File: src/rtl/cmpout_pkg.sv
package cmpout_pkg;
    typedef enum logic [1:0] {
        MODE_OFF    = 2'b00,
        MODE_TOGGLE = 2'b01,
        MODE_CLEAR  = 2'b10,
        MODE_SET    = 2'b11
    } cmp_mode_e;

    typedef enum logic {
        OC_LOW  = 1'b0,
        OC_HIGH = 1'b1
    } oc_state_e;

    localparam int MODE_W = 2;
endpackage

File: src/rtl/cmpout_state_fsm.sv
module cmpout_state_fsm
    import cmpout_pkg::*;
(
    input  logic              clk,
    input  logic              rst_n,
    input  logic              match_i,
    input  logic              force_i,
    input  logic [MODE_W-1:0] mode_i,
    output logic              state_o
);
    oc_state_e cur_q, nxt;
    cmp_mode_e mode;
    logic      evt;

    assign mode = cmp_mode_e'(mode_i);
    // a coincident match and force form one event
    assign evt  = match_i | force_i;

    always_ff @(posedge clk or negedge rst_n) begin
        if (!rst_n) cur_q <= OC_LOW;
        else        cur_q <= nxt;
    end

    always_comb begin
        nxt = cur_q;
        if (evt) begin
            unique case (mode)
                MODE_OFF:    nxt = cur_q;
                MODE_TOGGLE: nxt = (cur_q == OC_HIGH) ? OC_LOW : OC_HIGH;
                MODE_CLEAR:  nxt = OC_LOW;
                MODE_SET:    nxt = OC_HIGH;
                default:     nxt = cur_q;
            endcase
        end
    end

    always_comb state_o = (cur_q == OC_HIGH);

    p_toggle_r2: assert property (@(posedge clk) disable iff (!rst_n)
        (evt && mode_i == 2'b01) |=> (state_o != $past(state_o)));
    p_clear_r3: assert property (@(posedge clk) disable iff (!rst_n)
        (evt && mode_i == 2'b10) |=> !state_o);
    p_set_r4: assert property (@(posedge clk) disable iff (!rst_n)
        (evt && mode_i == 2'b11) |=> state_o);
    p_hold_r5: assert property (@(posedge clk) disable iff (!rst_n)
        (!evt || mode_i == 2'b00) |=> $stable(state_o));
endmodule

File: src/rtl/cmpout_pin_mux.sv
module cmpout_pin_mux
    import cmpout_pkg::*;
(
    input  logic              clk,
    input  logic              rst_n,
    input  logic [MODE_W-1:0] mode_i,
    input  logic              state_i,
    input  logic              port_data_i,
    input  logic              port_dir_i,
    output logic              pin_o,
    output logic              oe_o
);
    logic override;

    always_comb begin
        override = (cmp_mode_e'(mode_i) != MODE_OFF);
        pin_o    = override ? state_i : port_data_i;
        oe_o     = port_dir_i;
    end

    p_src_port_r8: assert property (@(posedge clk) disable iff (!rst_n)
        (mode_i == 2'b00) |-> (pin_o == port_data_i));
    p_src_state_r8: assert property (@(posedge clk) disable iff (!rst_n)
        (mode_i != 2'b00) |-> (pin_o == state_i));
    p_dir_r9: assert property (@(posedge clk) disable iff (!rst_n)
        oe_o == port_dir_i);
endmodule

File: src/rtl/cmpout_unit.sv
module cmpout_unit
    import cmpout_pkg::*;
#(
    parameter int CHANNELS = 2
) (
    input  logic                       clk,
    input  logic                       rst_n,
    input  logic [CHANNELS-1:0]        match_i,
    input  logic [CHANNELS-1:0]        force_i,
    input  logic [MODE_W*CHANNELS-1:0] mode_i,
    input  logic [CHANNELS-1:0]        port_data_i,
    input  logic [CHANNELS-1:0]        port_dir_i,
    output logic [CHANNELS-1:0]        pin_o,
    output logic [CHANNELS-1:0]        pin_oe_o
);
    logic [CHANNELS-1:0] state;

    for (genvar k = 0; k < CHANNELS; k++) begin : g_ch
        cmpout_state_fsm i_fsm (
            .clk     (clk),
            .rst_n   (rst_n),
            .match_i (match_i[k]),
            .force_i (force_i[k]),
            .mode_i  (mode_i[MODE_W*k +: MODE_W]),
            .state_o (state[k])
        );
        cmpout_pin_mux i_mux (
            .clk         (clk),
            .rst_n       (rst_n),
            .mode_i      (mode_i[MODE_W*k +: MODE_W]),
            .state_i     (state[k]),
            .port_data_i (port_data_i[k]),
            .port_dir_i  (port_dir_i[k]),
            .pin_o       (pin_o[k]),
            .oe_o        (pin_oe_o[k])
        );
    end

    // first edge after reset release sees all states at 0
    p_reset_r1: assert property (@(posedge clk) disable iff (!rst_n)
        $rose(rst_n) |-> (state == '0));
endmodule

File: config.mk
export PLATFORM = sky130hd
export DESIGN_NAME = cmpout_unit
export DESIGN_NICKNAME = d
export VERILOG_FILES = /design/src/rtl/cmpout_pkg.sv /design/src/rtl/cmpout_state_fsm.sv /design/src/rtl/cmpout_pin_mux.sv /design/src/rtl/cmpout_unit.sv
export SDC_FILE = /design/constraint.sdc
export NUM_CORES = 1
export LEC_CHECK = 0
export BUFFER_PORTS_ARGS = -buffer_cell sky130_fd_sc_hd__buf_2
export CAP_MARGIN = 20
export CORE_AREA = 2 2 39 41
export CTS_CLUSTER_DIAMETER = 30
export DETAILED_ROUTE_END_ITERATION = 8
export DIE_AREA = 0 0 41 43
export PLACE_DENSITY_LB_ADDON = 0.25
export SLEW_MARGIN = 40
export SYNTH_ARGS = -nofsm -noshare
export SYNTH_HDL_FRONTEND = slang
export SYNTH_HIERARCHICAL = 1
export SYNTH_SLANG_ARGS = --single-unit
File: constraint.sdc
create_clock -name clk -period 1.96 [get_ports clk]
set_input_delay 0.098 -clock clk [delete_from_list [all_inputs] [get_ports clk]]
set_output_delay 0.098 -clock clk [all_outputs]
set_load 0.02 [all_outputs]
== After elaboration in Yosys (flattened, before gate mapping) ==
Index checks and enable logic that the tools add are counted.

* Input bits: 14
* Output and inout port bits: 4
* Logic and storage cells: 24
* Bits in registers: 2

* Bitwise operators: 4
* Reductions and logical operators: 6
* Mux-type cells: 6
* Equality and inequality tests: 6

{| class="wikitable"
|+ Operators with widths
! kind !! number
|-
| $eq A2 B2 Y1 const B || 4
|-
| $pmux W1 S3 || 2
|-
| $eq A2 B1 Y1 const B || 2
|-
| $logic_not A2 Y1 || 2
|-
| $mux W1 || 4
|-
| $reduce_and A2 Y1 || 2
|-
| $reduce_bool A2 Y1 || 2
|-
| $not A1 Y1 || 2
|-
| $or A1 B1 Y1 || 2
|}

== Depth between registers and ports, before layout ==
Gate-level depths: netlist (run 1).

* Word-level depth: 3
* Gate-level depth with buffers: 3
* Depth with buffers taken out: 3

== Cells and area by module ==
Netlist (run 1), hierarchy kept.

{| class="wikitable"
|+ Modules (own cells, without submodules)
! module !! cells each !! times used !! area an instance (µm²) !! seq. area each (µm²)
|-
| cmpout_state_fsm || 7 || 2 || 60.1 || 25.0
|-
| cmpout_pin_mux || 3 || 2 || 22.5 || 0.0
|}

== Worst setup path before layout (run 1) ==
OpenSTA, ideal clock, no wires.

* Path kind: register -> output
* From: register g_ch[0].i_fsm.cur_q
* To: output pin_o[0]
* Path slack: 1135 ps
* Stages on the path, launching flop included: 2
* Arrival: 727 ps
* Path buffers: 0
* Data required time: 1862 ps
* Path through: dfrtp_1 mux2_1

* Word-level cells in the longest chain between the ends: 1

{| class="wikitable"
|+ Ends and longest elaborated chain
! what !! line !! RTL
|-
| from (decl) || cmpout_state_fsm.sv:11 || <nowiki>oc_state_e cur_q, nxt;</nowiki>
|-
| from (signal assigned) || cmpout_state_fsm.sv:21 || <nowiki>else cur_q <= nxt;</nowiki>
|-
| $mux W1 || cmpout_pin_mux.sv:17 || <nowiki>pin_o = override ? state_i : port_data_i;</nowiki>
|-
| to (decl) || cmpout_unit.sv:13 || <nowiki>output logic [CHANNELS-1:0] pin_o,</nowiki>
|}

Every way passes these cells.

== Worst setup path after layout (run 1) ==
Same ends and word-level chain as after synthesis.

==> results of run 1 <==
## repair_timing
action                                 CTS  global route
endpoints found under the hold margin    2             0
hold buffers                             1             0
resized for setup                        0             0
## worst register-to-register path: stages (launching register included)
cell and delay (ns):
dfrtp_1 0.35, inv_1 0.06, o221ai_2 0.15, nand2_1 0.07
## cell usage after synthesis
| library cell | instances |
|---|---|
| nor2_1 | 6 |
| buf_4 | 2 |
| dfrtp_1 | 2 |
| inv_1 | 2 |
| mux2_1 | 2 |
| nand2_1 | 2 |
| o21ai_1 | 2 |
| o221ai_2 | 2 |
## worst paths after layout
check                                       from                    end  slack, ns
min                                    mode_i[0]  g_ch[0].i_fsm/state_o       0.14
min in group asynchronous                  rst_n  g_ch[0].i_fsm/state_o       0.18
max in group asynchronous                  rst_n  g_ch[1].i_fsm/state_o       1.68
max reg2reg                g_ch[0].i_fsm/state_o  g_ch[0].i_fsm/state_o       1.21
min reg2reg                g_ch[1].i_fsm/state_o  g_ch[1].i_fsm/state_o       0.51
max                        g_ch[0].i_fsm/state_o               pin_o[0]       0.81
## cells by family (layout without fill, tap and decap cells)
group | count (synthesis) | after routing | synth area share
AND/OR/NAND/NOR | 8 | 8 | 0.182
AO/OA/AOI/OAI | 4 | 4 | 0.242
multiplexers | 2 | 2 | 0.136
flip-flops | 2 | 2 | 0.303
buffers and inverters | 4 | 19 | 0.136
## layout make-up
type | count | area (sq um)
multi-input combinational | 14 | 92.6
clock buffer | 3 | 22.5
inverter | 2 | 7.51
fill | 164 | 1120
tap | 16 | 20.0
timing repair buffer | 14 | 75.1
sequential | 2 | 50.0
## metal layers
metal	routed length [um]	vias to the layer above	GRT usage
met5	0	-	0
met4	0	0	0.0600
met3	55	0	0.0628
met2	186	9	0.0906
met1	173	80	0.0418
li1	-	96	-
## power by group through the flow
stage / registers (mW) / logic (mW) / clock network, mW
2_1_floorplan: 0.0499 / 0.0312 / 0
5_1_grt: 0.0518 / 0.0552 / 0.0999
4_1_cts: 0.0508 / 0.0502 / 0.0968
6_report: 0.0506 / 0.0490 / 0.0900
3_3_place_gp: 0.0508 / 0.0482 / 0
3_5_place_dp: 0.0513 / 0.0484 / 0
## stage by stage
stage | total power, mW | cell area (sq um)
after floorplan | 0.0811 | 165
after global placement | 0.0990 | 235
after detailed placement | 0.0997 | 235
after CTS | 0.198 | 268
after global routing | 0.207 | 268
final | 0.190 | 268
==> impl_metrics.tcl, run 1 <==
set metrics [dict create \
    worstMarginPinSlew_ns 0.140 \
    worst-path-stages 2 \
    critPathArrivalTime_ns 1.05 \
    rsz0062_at_grt "false" \
    die_h_um 43 \
    vias_per_cell 3.63 \
    synth.distinct_cells 8 \
    cp_max_fo 3 \
    syn_inst 20 \
    fmax_mhz 871 \
    grt_pass1_wl_um 655 \
    hold_violations 0 \
    slew_headroom 0.907 \
    largest_register_ffs 2 \
    crit_family "flip-flops" \
    path_class "flip-flop to primary output" \
    final_cell_mix "buf_2 (13), nor2_1 (6), clkbuf_4 (3)" \
    area_growth_pct 62.1 \
    p_int_mw 0.138 \
    grt-ovfl-total 0 \
    io_buffers 13 \
    setup_viol 0 \
    p_comb_frac 0.258 \
    whs_path_depth 3 \
    switchingPower_mw 0.0519 \
    crit_slowest_cell "dfrtp_1" \
    fin_cells 51 \
    fin_crit_ns 1.15 \
    pre_cts_ws_ns 1.04 \
    ys_top_cells_by_area "dfrtp_1 (30%), o221ai_2 (18%), mux2_1 (14%)" \
    track_usage 0.0633 \
    fin_util 0.193 \
    seq_area_frac_synth 0.303 \
    crit_required_ns 1.86 \
    powerDensity_nw_per_um2 708 \
    cts_buffers 3 \
    drv_cap 0 \
    grt_pass1_vias 188 \
    clock_skew_ns 0 \
    htree_levels 1 \
    place.gp.congestion 0.645 \
    ir_drop_mv 0.219 \
    rr_worst_depth 3 \
    clock_latency_ns 0.22 \
    ys_ff_latch 2 \
    grt_max_degree 4 \
    worst_slack_ns 0.812 \
    run_status "completed" \
    synth_top_cell_area_share 0.303 \
    p_clk_frac 0.475 \
    routedWlPerCell_um 8.14 \
    yosysTopAreaCell "dfrtp_1" \
    io-pin-count 18 \
    finalSetupTns_ns 0 \
    drc_errors 0 \
    first_iter_violations 3 \
    diodes 0 \
    cts.clk_slew.worst_paths_ns 0.03 \
    max_stage_delay_ns 0.38 \
    fin_crit_sh 0.585 \
    layout-drive-gt1-share 0.514 \
    fin_hold_ws_ns 0.141 \
    critPathBufInv 1 \
    worstSetupEndpointType "primary output" \
    p_leak_nw 0.137 \
    fin_nets 51 \
    maxSlewViolCount 0 \
    syn_nets 34 \
    antenna_found_initial 0 \
    die_w_um 41 \
    avgSynthCellArea_sq_um 8.26 \
    dp.cells 47 \
    clockBufferDepth 2 \
    firstDrtPassIters 2 \
    fp-row-count 14 \
    cp-start-kind "flip-flop" \
    post_cts_buffers 0 \
    cts_tree "yes" \
    seqPwrFrac 0.267 \
    die_area_sq_um 1760 \
    start_util 0.119 \
    postRouteAntennaNets 0 \
    core_region_area_sq_um 1380 \
    layout_commonest_cell "buf_2" \
    hold_path.class "input pin to flip-flop" \
    vias 185 \
    switching_share 0.274 \
    yosys_warnings 6 \
    root_buffer "clkbuf_4" \
    crit_chain "mux2_1, buf_2" \
    synthesis.area_sq_um 165 \
    clock-sinks 2 \
    routed_wl_um 415 \
]
Power figures use the tool's default switching activity.
==> run 2, diff against run 1 <==
==> constraint.sdc (replaced) <==
create_clock -name clk -period 1 [get_ports clk]
set_input_delay 0.05 -clock clk [delete_from_list [all_inputs] [get_ports clk]]
set_output_delay 0.05 -clock clk [all_outputs]
set_load 0.02 [all_outputs]
==> run 2 against run 1 <==
The flow now finishes with violations (negative setup slack). Via count rose by 4.9%. Clock-buffer cell count did not move. Clock skew did not move. Register-to-register slack got worse by 1.0 ns. Routed wire length rose by 1.9%. Worst setup slack got worse by 0.85 ns. Global-route usage fell by 0.81 points. Largest cell class is now buffers. Largest power group unchanged.
==> impl_metrics.tcl, run 2 (same netlist as run 1, synthesis figures left out) <==
set metrics [dict create \
    cp-start-kind "flip-flop" \
    largest_register_ffs 2 \
    setup_viol 2 \
    fin_crit_ns 1.04 \
    area_growth_pct 83.3 \
    io-pin-count 18 \
    fin_nets 53 \
    power_mw 0.413 \
    drc_errors 0 \
    place.gp.congestion 0.645 \
    die_h_um 43 \
    routed_wl_um 423 \
    diodes 0 \
    drv_cap 0 \
    layout-drive-gt1-share 0.595 \
    maxSlewViolCount 0 \
    worst_slack_ns -0.0425 \
    grt_pass1_vias 183 \
    grt-ovfl-total 0 \
    postRouteAntennaNets 0 \
    cp_max_fo 2 \
    die_area_sq_um 1760 \
    ir_drop_mv 0.347 \
    layout_commonest_cell "buf_2" \
    hold_path.class "input pin to flip-flop" \
    crit_chain "mux2_4, buf_6" \
    fin_crit_sh 1.04 \
    fp-row-count 14 \
    root_buffer "clkbuf_4" \
    antenna_found_initial 0 \
    critPathArrivalTime_ns 0.99 \
    rsz0062_at_grt "true" \
    worstMarginPinSlew_ns 0.144 \
    first_iter_violations 0 \
    slew_headroom 0.904 \
    run_status "complete, but fails checks" \
    switchingPower_mw 0.109 \
    crit_required_ns 0.95 \
    core_region_area_sq_um 1380 \
    cts_tree "yes" \
    firstDrtPassIters 1 \
    io_buffers 13 \
    final_cell_mix "buf_2 (11), nor2_1 (6), clkbuf_4 (3)" \
    p_comb_frac 0.336 \
    max_stage_delay_ns 0.37 \
    clock-sinks 2 \
    path_class "flip-flop to primary output" \
    vias 194 \
    htree_levels 1 \
    clock_latency_ns 0.22 \
    p_int_mw 0.304 \
    fin_util 0.219 \
    cts_buffers 3 \
    cts.clk_slew.worst_paths_ns 0.03 \
    routedWlPerCell_um 7.98 \
    clockBufferDepth 2 \
    powerDensity_nw_per_um2 1360 \
    clock_skew_ns 0 \
    p_leak_nw 0.157 \
    vias_per_cell 3.66 \
    crit_slowest_cell "dfrtp_1" \
    hold_violations 0 \
    switching_share 0.264 \
    start_util 0.119 \
    grt_max_degree 4 \
    worstSetupEndpointType "primary output" \
    fmax_mhz 959 \
    violations "negative setup slack" \
    track_usage 0.0552 \
    grt_pass1_wl_um 586 \
    seqPwrFrac 0.235 \
    p_clk_frac 0.430 \
    die_w_um 41 \
]
-- run 2: cell types whose count changed in the layout (fill, tap and decap cells not counted), sizes merged --
cell | previous run | this run
buf | 13 | 15
-- run 2: power by group through the flow --
| stage | Combinational [mW] | Sequential [mW] | Clock, mW |
|---|---|---|---|
| floorplan | 0.0612 | 0.0978 | 0 |
| global placement | 0.0945 | 0.0996 | 0 |
| detailed placement | 0.0943 | 0.100 | 0 |
| CTS | 0.140 | 0.0972 | 0.190 |
| global route | 0.152 | 0.0979 | 0.196 |
| finish | 0.139 | 0.0969 | 0.178 |
-- run 2: timing repair --
item	CTS	global route
endpoints found under the setup margin	2	2
gates resized for setup	6	0
buffers inserted	2	0
hold endpoints to repair	2	0
hold buffers	1	0
-- run 2: worst max-delay path: cells and delay by family (launching register included) --
| kind | cells | cell delay [ns] |
|---|---|---|
| flip-flops | 1 | 0.37 |
| multiplexers | 1 | 0.27 |
| buffers and inverters | 1 | 0.13 |
-- run 2: final cells by class --
cell class                      count  area [sq um]
Clock buffer                        3          22.5
Fill cell                         155          1080
Inverter                            2          7.51
Multi-Input combinational cell     14           100
Sequential cell                     2          50.0
Tap cell                           16          20.0
Timing Repair Buffer               16           103
-- run 2: path summary, 6_finish.rpt --
| check | from | endpoint | slack, ns | depth (start not counted) |
|---|---|---|---|---|
| setup / recovery | g_ch[0].i_fsm/state_o | pin_o[0] | -0.04 | 2 |
| hold / removal | mode_i[0] | g_ch[0].i_fsm/state_o | 0.09 | 3 |
| setup reg to reg | g_ch[1].i_fsm/state_o | g_ch[1].i_fsm/state_o | 0.19 | 4 |
| hold reg to reg | g_ch[1].i_fsm/state_o | g_ch[1].i_fsm/state_o | 0.57 | 3 |
| max in group asynchronous | rst_n | g_ch[0].i_fsm/state_o | 0.75 | 2 |
| min in group asynchronous | rst_n | g_ch[1].i_fsm/state_o | 0.15 | 2 |
-- run 2: metrics by stage --
step | hold WS (ns) | instance area (sq um) | setup WS, ns | setup TNS (ns) | std cells
after detailed placement | -0.157 | 235 | 0.136 | 0 | 47
after floorplan | -0.246 | 165 | 0.223 | 0 | 20
final | 0.0878 | 303 | -0.0425 | -0.0758 | 53
after global routing | 0.0904 | 303 | -0.0736 | -0.138 | 53
after global placement | -0.160 | 235 | 0.131 | 0 | 47
after CTS | 0.0808 | 303 | -0.0571 | -0.101 | 53
-- run 2: metal layers --
metal / GRT usage / share of wire / vias to the layer above
met5: 0 / 0 / -
met1: 0.0353 / 0.42 / 85
li1: - / - / 100
met4: 0.0400 / 0 / 0
met2: 0.0906 / 0.45 / 9
met3: 0.0471 / 0.13 / 0
==> run 3, diff against run 2 <==
--- a/config.mk
+++ b/config.mk
@@ -8,10 +8,12 @@
 export BUFFER_PORTS_ARGS = -buffer_cell sky130_fd_sc_hd__buf_2
 export CAP_MARGIN = 20
 export CORE_AREA = 2 2 39 41
+export CTS_BUF_LIST = sky130_fd_sc_hd__clkbuf_2 sky130_fd_sc_hd__clkbuf_4 sky130_fd_sc_hd__clkbuf_8
 export CTS_CLUSTER_DIAMETER = 30
 export DETAILED_ROUTE_END_ITERATION = 8
 export DIE_AREA = 0 0 41 43
-export PLACE_DENSITY_LB_ADDON = 0.25
+export PLACE_DENSITY = 0.39
+export SETUP_SLACK_MARGIN = 0.2
 export SLEW_MARGIN = 40
 export SYNTH_ARGS = -nofsm -noshare
 export SYNTH_HDL_FRONTEND = slang
==> run 3 against run 2 <==
Critical endpoint unchanged. Flip-flop and latch count unchanged. Total power down 2.7%. The run still ends with negative setup slack left. Non-clock buffer count decreased by 2.
==> impl_metrics.tcl, run 3 (same netlist as run 1, synthesis figures left out) <==
set metrics [dict create \
    largest_register_ffs 2 \
    clock_skew_ns 0 \
    antenna_found_initial 0 \
    hpwl_um 306 \
    drv_cap 0 \
    critPathArrivalTime_ns 1.01 \
    powerDensity_nw_per_um2 1400 \
    core_region_area_sq_um 1380 \
    fin_crit_ns 1.06 \
    hold_path.class "input pin to flip-flop" \
    area_growth_pct 74.2 \
    track_usage 0.0583 \
    first_iter_violations 2 \
    fin_nets 51 \
    p_comb_frac 0.301 \
    worst_slack_ns -0.0633 \
    rrSetupSlack_ns 0.26 \
    grt-ovfl-total 0 \
    cts_tree "yes" \
    routed_wl_um 392 \
    p_clk_frac 0.452 \
    seqPwrFrac 0.247 \
    drc_errors 0 \
    place.gp.congestion 0.562 \
    hold_violations 0 \
    postRouteAntennaNets 0 \
    routedWlPerCell_um 7.69 \
    firstDrtPassIters 4 \
    maxSlewViolCount 0 \
    layout_commonest_cell "buf_2" \
    fin_crit_sh 1.06 \
    rsz0062_at_grt "true" \
    diodes 0 \
    switchingPower_mw 0.110 \
    cts.clk_slew.worst_paths_ns 0.03 \
    cp_max_fo 3 \
    path_class "flip-flop to primary output" \
    clock_latency_ns 0.23 \
    die_h_um 43 \
    setup_viol 2 \
    htree_levels 1 \
    worstSetupEndpointType "primary output" \
    final_cell_mix "buf_2 (11), nor2_1 (6), clkbuf_4 (3)" \
    ir_drop_mv 0.434 \
    vias_per_cell 3.69 \
    crit_slowest_cell "dfrtp_1" \
    io_buffers 13 \
    r2r-start "g_ch[0].i_fsm/state_o" \
    layout-drive-gt1-share 0.571 \
    grt_pass1_wl_um 579 \
    start_util 0.119 \
    cts_buffers 3 \
    die_w_um 41 \
    crit_chain "mux2_4, buf_6" \
    fp-row-count 14 \
    violations "negative setup slack" \
    slew_headroom 0.909 \
    vias 188 \
    p_leak_nw 0.147 \
    crit_path_start "g_ch[0].i_fsm/state_o" \
    r2r_end "g_ch[0].i_fsm/state_o" \
    crit_required_ns 0.95 \
    max_stage_delay_ns 0.38 \
    fmax_mhz 940 \
    grt_max_degree 4 \
    root_buffer "clkbuf_4" \
    run_status "complete, but fails checks" \
    p_int_mw 0.293 \
    io-pin-count 18 \
    die_area_sq_um 1760 \
    pre_cts_ws_ns 0.143 \
    fin_util 0.208 \
    grt_pass1_vias 167 \
    cp-start-kind "flip-flop" \
    crit_end "pin_o[0]" \
    switching_share 0.272 \
    clockBufferDepth 2 \
    clock-sinks 2 \
    rr_worst_depth 3 \
    worstMarginPinSlew_ns 0.137 \
]
run 3: changes by cell type in the layout (fill, tap and decap cells not counted), sizes merged:
| cell | delta |
|---|---|
| buf | -2 |
run 3: timing repair:
| item | in CTS | in global routing |
|---|---|---|
| setup buffers | 0 | 0 |
| hold endpoints to repair | 2 | 0 |
| resized for setup | 6 | 0 |
| hold buffers | 1 | 0 |
| setup endpoints to repair | 2 | 2 |
run 3: routing by layer:
metal	vias up	share of wire	wire length (um)	GRT usage
met3	0	0.22	85	0.0942
met2	15	0.34	135	0.0594
li1	97	-	-	-
met4	0	0	0	0.0200
met5	-	0	0	0
met1	76	0.44	172	0.0581
run 3: critical path: cells and delay by family (launching register included):
family   cells  cell delay (ns)
mux          1             0.28
buf+inv      1             0.13
flops        1             0.38
run 3: final cells by class:
cell class | instances | area [sq um]
fillers | 156 | 1100
repair buffers | 14 | 87.6
flip-flops and latches | 2 | 50.0
clock buffers | 3 | 22.5
multi-input cells | 14 | 100
well taps | 16 | 20.0
inverters | 2 | 7.51
run 3: power groups by stage:
stage | combinational (mW) | clock [mW] | sequential [mW]
final | 0.121 | 0.182 | 0.0991
after CTS | 0.123 | 0.188 | 0.0996
after global placement | 0.0948 | 0 | 0.0999
after floorplan | 0.0612 | 0 | 0.0978
after global routing | 0.131 | 0.204 | 0.101
after detailed placement | 0.0932 | 0 | 0.100
run 3: per-stage QoR:
step | setup TNS (ns) | hold slack [ns] | area (sq um) | power [mW] | std cells
3_5_place_dp | 0 | -0.159 | 235 | 0.193 | 47
4_1_cts | -0.138 | 0.0906 | 288 | 0.410 | 51
5_1_grt | -0.194 | 0.0871 | 288 | 0.436 | 51
6_report | -0.117 | 0.0885 | 288 | 0.402 | 51
2_1_floorplan | 0 | -0.246 | 165 | 0.159 | 20
3_3_place_gp | 0 | -0.160 | 235 | 0.195 | 47
run 3: worst min-delay path by stage:
stage / from / end / slack [ns] / depth (start not counted)
finish: mode_i[0] / g_ch[0].i_fsm/state_o / 0.09 / 3
detailed placement: rst_n / g_ch[1].i_fsm/state_o / -0.16 / 1
global route: mode_i[0] / g_ch[0].i_fsm/state_o / 0.09 / 3
floorplan: rst_n / g_ch[0].i_fsm/state_o / -0.25 / 0
CTS: mode_i[2] / g_ch[1].i_fsm/state_o / 0.09 / 3
global placement: rst_n / g_ch[1].i_fsm/state_o / -0.16 / 1
